## config.mk

```make
export PLATFORM = sky130hd
export DESIGN_NAME = irq_deleg_select
export DESIGN_NICKNAME = d
export VERILOG_FILES = /design/src/rtl/irq_sel_pkg.sv /design/src/rtl/irq_mask_split.sv /design/src/rtl/irq_prio_pick.sv /design/src/rtl/irq_deleg_select.sv
export SDC_FILE = /design/constraint.sdc
export NUM_CORES = 1
export LEC_CHECK = 0
export CORE_UTILIZATION = 33
export DETAILED_ROUTE_END_ITERATION = 7
export GPL_ROUTABILITY_DRIVEN = 0
export GPL_TIMING_DRIVEN = 0
export PLACE_DENSITY_LB_ADDON = 0.3
export SLEW_MARGIN = 20
export SYNTH_ARGS = -nofsm -noshare
export SYNTH_HDL_FRONTEND = slang
export SYNTH_SLANG_ARGS = --single-unit
```

## constraint.sdc

```tcl
create_clock -name clk -period 1.5 [get_ports clk]
set_input_delay 0.3 -clock clk [delete_from_list [all_inputs] [get_ports clk]]
set_output_delay 0.3 -clock clk [all_outputs]
set_load 0.01 [all_outputs]
```

## src/rtl/irq_sel_pkg.sv

```systemverilog
package irq_sel_pkg;

  typedef enum logic [1:0] {
    PRIV_U   = 2'd0,
    PRIV_S   = 2'd1,
    PRIV_RSV = 2'd2,
    PRIV_M   = 2'd3
  } priv_e;

  typedef enum logic [1:0] {
    RSN_NONE    = 2'd0,
    RSN_M_EMPTY = 2'd1,
    RSN_S_EMPTY = 2'd2,
    RSN_TAKEN   = 2'd3
  } reason_e;

  localparam int NPRI      = 6;
  localparam int TIMER_BIT = 7;
  localparam int MIN_W     = 12;

  // Slot k of the priority list, slot 0 is the highest priority.
  function automatic int prio_code(input int k);
    case (k)
      0:       return 11;
      1:       return 3;
      2:       return 7;
      3:       return 9;
      4:       return 1;
      default: return 5;
    endcase
  endfunction

endpackage

```

## src/rtl/irq_mask_split.sv

```systemverilog
module irq_mask_split #(
  parameter int IRQ_W = 12
) (
  input  logic [IRQ_W-1:0] pend_i,
  input  logic [IRQ_W-1:0] enbl_i,
  input  logic [IRQ_W-1:0] deleg_i,
  output logic [IRQ_W-1:0] m_set_o,
  output logic [IRQ_W-1:0] s_set_o
);
  logic [IRQ_W-1:0] live;

  assign live    = pend_i & enbl_i;
  assign m_set_o = live & ~deleg_i;
  assign s_set_o = live & deleg_i;
endmodule

```

## src/rtl/irq_prio_pick.sv

```systemverilog
module irq_prio_pick
  import irq_sel_pkg::*;
#(
  parameter int IRQ_W   = 12,
  parameter int CAUSE_W = $clog2(IRQ_W)
) (
  input  logic [IRQ_W-1:0]   set_i,
  output logic               found_o,
  output logic [CAUSE_W-1:0] code_o
);
  logic [NPRI-1:0] hit;

  for (genvar k = 0; k < NPRI; k++) begin : g_slot
    assign hit[k] = set_i[prio_code(k)];
  end

  always_comb begin
    found_o = 1'b0;
    code_o  = '0;
    for (int k = NPRI - 1; k >= 0; k--) begin
      if (hit[k]) begin
        found_o = 1'b1;
        code_o  = CAUSE_W'(prio_code(k));
      end
    end
  end
endmodule

```

## src/rtl/irq_deleg_select.sv

```systemverilog
module irq_deleg_select
  import irq_sel_pkg::*;
#(
  parameter int IRQ_W   = 12,
  parameter int CAUSE_W = $clog2(IRQ_W)
) (
  input  logic               clk,
  input  logic               rst,
  input  logic [IRQ_W-1:0]   pend_i,
  input  logic [IRQ_W-1:0]   enbl_i,
  input  logic [IRQ_W-1:0]   deleg_i,
  input  logic               m_gie_i,
  input  logic               s_gie_i,
  input  logic [1:0]         priv_i,
  output logic               take_o,
  output logic [CAUSE_W-1:0] cause_o,
  output logic [1:0]         target_o,
  output logic [1:0]         reason_o,
  output logic               dbg_tim_pend_o,
  output logic               dbg_tim_enbl_o,
  output logic               dbg_tim_deleg_o,
  output logic               dbg_m_gie_o,
  output logic               dbg_s_gie_o,
  output logic [IRQ_W-1:0]   dbg_m_mask_o,
  output logic [IRQ_W-1:0]   dbg_s_mask_o
);
  logic [IRQ_W-1:0]   m_set, s_set;
  logic               m_found, s_found;
  logic [CAUSE_W-1:0] m_code, s_code;
  logic               m_apply, s_apply, s_priv_ok;

  logic               nx_take;
  logic [CAUSE_W-1:0] nx_cause;
  priv_e              nx_tgt;
  reason_e            nx_rsn;

  irq_mask_split #(.IRQ_W(IRQ_W)) u_split (
    .pend_i (pend_i),
    .enbl_i (enbl_i),
    .deleg_i(deleg_i),
    .m_set_o(m_set),
    .s_set_o(s_set)
  );

  irq_prio_pick #(.IRQ_W(IRQ_W), .CAUSE_W(CAUSE_W)) u_pick_m (
    .set_i  (m_set),
    .found_o(m_found),
    .code_o (m_code)
  );

  irq_prio_pick #(.IRQ_W(IRQ_W), .CAUSE_W(CAUSE_W)) u_pick_s (
    .set_i  (s_set),
    .found_o(s_found),
    .code_o (s_code)
  );

  assign s_priv_ok = (priv_i == PRIV_U) || (priv_i == PRIV_S);
  assign m_apply   = m_gie_i && (|m_set);
  assign s_apply   = s_gie_i && (|s_set) && s_priv_ok;

  always_comb begin
    nx_take  = 1'b0;
    nx_cause = '0;
    nx_tgt   = PRIV_U;
    nx_rsn   = RSN_NONE;
    if (m_apply) begin
      if (m_found) begin
        nx_take  = 1'b1;
        nx_cause = m_code;
        nx_tgt   = PRIV_M;
        nx_rsn   = RSN_TAKEN;
      end else begin
        nx_rsn = RSN_M_EMPTY;
      end
    end else if (s_apply) begin
      if (s_found) begin
        nx_take  = 1'b1;
        nx_cause = s_code;
        nx_tgt   = PRIV_S;
        nx_rsn   = RSN_TAKEN;
      end else begin
        nx_rsn = RSN_S_EMPTY;
      end
    end
  end

  always_ff @(posedge clk) begin
    if (rst) begin
      take_o          <= 1'b0;
      cause_o         <= '0;
      target_o        <= PRIV_U;
      reason_o        <= RSN_NONE;
      dbg_tim_pend_o  <= 1'b0;
      dbg_tim_enbl_o  <= 1'b0;
      dbg_tim_deleg_o <= 1'b0;
      dbg_m_gie_o     <= 1'b0;
      dbg_s_gie_o     <= 1'b0;
      dbg_m_mask_o    <= '0;
      dbg_s_mask_o    <= '0;
    end else begin
      take_o   <= nx_take;
      cause_o  <= nx_cause;
      target_o <= nx_tgt;
      reason_o <= nx_rsn;
      if (nx_take) begin
        dbg_tim_pend_o  <= 1'b0;
        dbg_tim_enbl_o  <= 1'b0;
        dbg_tim_deleg_o <= 1'b0;
        dbg_m_gie_o     <= 1'b0;
        dbg_s_gie_o     <= 1'b0;
        dbg_m_mask_o    <= '0;
        dbg_s_mask_o    <= '0;
      end else begin
        dbg_tim_pend_o  <= pend_i[TIMER_BIT];
        dbg_tim_enbl_o  <= enbl_i[TIMER_BIT];
        dbg_tim_deleg_o <= deleg_i[TIMER_BIT];
        dbg_m_gie_o     <= m_gie_i;
        dbg_s_gie_o     <= s_gie_i;
        dbg_m_mask_o    <= m_set;
        dbg_s_mask_o    <= s_set;
      end
    end
  end
endmodule

```

==> metrics.cfg <==
[floorplan]
die_h_um=65.5
initial_utilization=0.353
die_w_um=65.5
placement_rows=22
core_um2=3770
ios=80
dieArea_um2=4300

[setup_path]
crit_arrival_ns=1.74
cp_slowest_stage_delay_ns=0.28
crit_type=primary input to flop
crit_path_start_kind=primary input
cp_slowest_cell=nor3_2
path_cells=dlygate4sd2_1 -> nand3b_1 -> nand2_2 -> buf_4 -> buf_4 -> nor3_2 -> a31oi_4 -> o22ai_1
endpoint_kind=flop
cpMostUsedCell=buf_4
cp.required_ns=1.70
cp_max_fo=4

[drt]
avgViaCountPerCell=5.07
wl_per_cell_um=16.4
routed_wl_um=5210
first_pass_iters=5
ant_nets=0
drc=0
drt-initial-drc-count=59
num_vias=1608

[outcome]
violations=negative setup slack
status=complete, but fails checks

[placed_design]
dpl.hpwl_um=2710
portBuffers=78
placed_cells=268

[layout]
diodes=0
layout-drive-gt1-share=0.394
area_growth_syn_to_layout_pct=101
fin_util=0.711
finalNonFillerCells=317
finalNetCount=311

[timing]
timing.slew.headroom=0.652
hold_viol_final=0
fin_crit_sh=1.03
setup_violations=3
period_minus_slack_ns=1.55
tns_ns=-0.0854
max_freq_ghz=0.647
layout_setup_ws_ns=-0.0457
tightest_slew_ns=0.518
final_max_slew_viol_count=0

[logic_synthesis]
syn-cell-area_um2=1330
synthFlopType=dfxtp_1
synth_nets=184
ys_seq_area_frac=0.556
synth_edf_count=0
synth-compound-area-share=0.0883
synth_top_family_by_area=simple AND/OR/NAND/NOR gates
synth_common_cells=dfxtp_1, nor2_1, nand3_1
async_reset_ff_frac=0
syn_inst=142
synth_cell_types=28
synth_mux_area_frac=0
synth_area_leaders=dfxtp_1, nor2_1, nand3b_1
synthXorXnorAreaFrac=0
synth_top_cell_by_area=dfxtp_1
synth-seq-cells=37
syn_area_per_cell_um2=9.38
synthSimpleGateAreaFrac=0.311
synth_most_common_cell=dfxtp_1
ys.warnings.count=0
synth_top_area_frac=0.556
synthAdderAreaFrac=0

[clock_network]
clock_sinks=37
cts_buffer_depth=2
path_clk_slew_ns=0.07
cts.htree.levels=2
cts_buffers=5
ctsHoldBuffers=0
cts_root_buf=clkbuf_8
tritoncts=yes

[global_routing]
grt_pass1_wl_um=7200
antenna_found_initial=0
gr-total-overflow=0
first_global_vias=1531
gr-usage-all-layers=0.229
grt_max_degree=11

[pwr]
seqPwrFrac=0.448
power_mw=2.30
internal_power_mw=1.70
leakage_nw=1.18
power_density_nw_per_um2=859
swShare=0.260
power.switching_mw=0.599
clock_power_share=0.298
combPwrFrac=0.253
vdd_drop_max_uv=583

[min_path]
hold_path_end=dbg_tim_deleg_o
worstHoldPathType=primary input to flop
worstHoldStart=deleg_i[7]
worstHoldPathCells=3

[job]
maxCapViolCount=0

area by class of cell:
cell class | instances | area (µm²)
flip-flops and latches | 37 | 741
fillers | 300 | 1090
repair buffers | 120 | 1020
plain buffers | 4 | 53.8
clock buffers | 7 | 86.3
multi-input cells | 97 | 706
well taps | 48 | 60.1
inverters | 4 | 15.0
layer usage:
layer / track usage / vias to the layer above / part of all wire
li1: - / 745 / -
met1: 0.249 / 774 / 0.37
met2: 0.405 / 67 / 0.54
met3: 0.0625 / 22 / 0.055
met4: 0.114 / 0 / 0.037
met5: 0 / - / 0
metrics by stage:
| step | cell area, µm² | worst slack, ns | hold WS (ns) |
|---|---|---|---|
| 3_5_place_dp | 2170 | -0.684 | 0.863 |
| 4_1_cts | 2570 | 0.0000576 | 0.252 |
| 2_1_floorplan | 1330 | 0.00649 | 0.369 |
| 5_1_grt | 2680 | -0.0833 | 0.248 |
| 6_report | 2680 | -0.0457 | 0.260 |
| 3_3_place_gp | 2170 | -0.661 | 0.869 |
logic make-up (layout without fill, tap and decap cells):
logic type	after synthesis	count (layout)
AOI/OAI and AO/OA	16	16
DFF	37	37
and+or+nand+nor	81	81
buffers and inverters	8	135
worst max-delay path by stage:
stage	from	end	slack [ns]	depth (start not counted)
CTS	pend_i[1]	dbg_m_mask_o[4]	0.00006	8
finish	pend_i[8]	cause_o[3]	-0.05	8
global placement	pend_i[7]	dbg_m_mask_o[11]	-0.66	8
global route	enbl_i[8]	cause_o[1]	-0.08	8
floorplan	deleg_i[3]	dbg_m_mask_o[11]	0.006	7
detailed placement	pend_i[7]	dbg_s_mask_o[7]	-0.68	8
registers in the layout, summed over array words and instances, names as in the netlist:
signal,cells
dbg_m_mask_o,12
cause_o,4
dbg_tim_deleg_o,1
dbg_s_mask_o,12
dbg_m_gie_o,1
dbg_tim_enbl_o,1
take_o,1
target_o,1
reason_o,2
dbg_s_gie_o,1
dbg_tim_pend_o,1
critical path, delay by kind of cell:
kind	cells	cell delay [ns]
AOI/OAI and AO/OA	2	0.40
and+or+nand+nor	3	0.51
buffers and inverters	3	0.52
layout by cell type, fill, tap and decap left out, types with 2 or more instances in the layout:
cell type and n:
buf_2 14, buf_6 2, dlygate4sd2_1 14, nand2_2 3, a31oi_4 2, o21a_1 3
nand3_1 10, nand4_1 2, clkdlybuf4s15_1 3, dlymetal6s2s_1 2, nand2b_1 3, buf_4 39
nor2_1 17, dfxtp_1 37, nor2_2 8, buf_16 2, clkbuf_8 6, nor2_4 8
clkbuf_2 8, o22ai_1 2, nand3b_1 11, clkdlybuf4s50_1 38, inv_1 4, nor3_1 2
nand2_1 7, nand3_2 3
what timing repair did:
item / in CTS / in global routing
gates resized for setup: 95 / 48
gates cloned: 3 / 0
pin swaps: 23 / 18
endpoints found under the hold margin: 0 / 0
setup buffers: 34 / 7
endpoints found under the setup margin: 37 / 32
power groups by stage:
stage | clock network [mW] | logic [mW] | registers [mW]
6_report | 0.687 | 0.583 | 1.03
5_1_grt | 0.767 | 0.612 | 1.04
4_1_cts | 0.697 | 0.506 | 1.03
3_5_place_dp | 0 | 0.399 | 1.05
3_3_place_gp | 0 | 0.394 | 1.05
2_1_floorplan | 0 | 0.141 | 1.08
(Power assumes the default switching activity.)
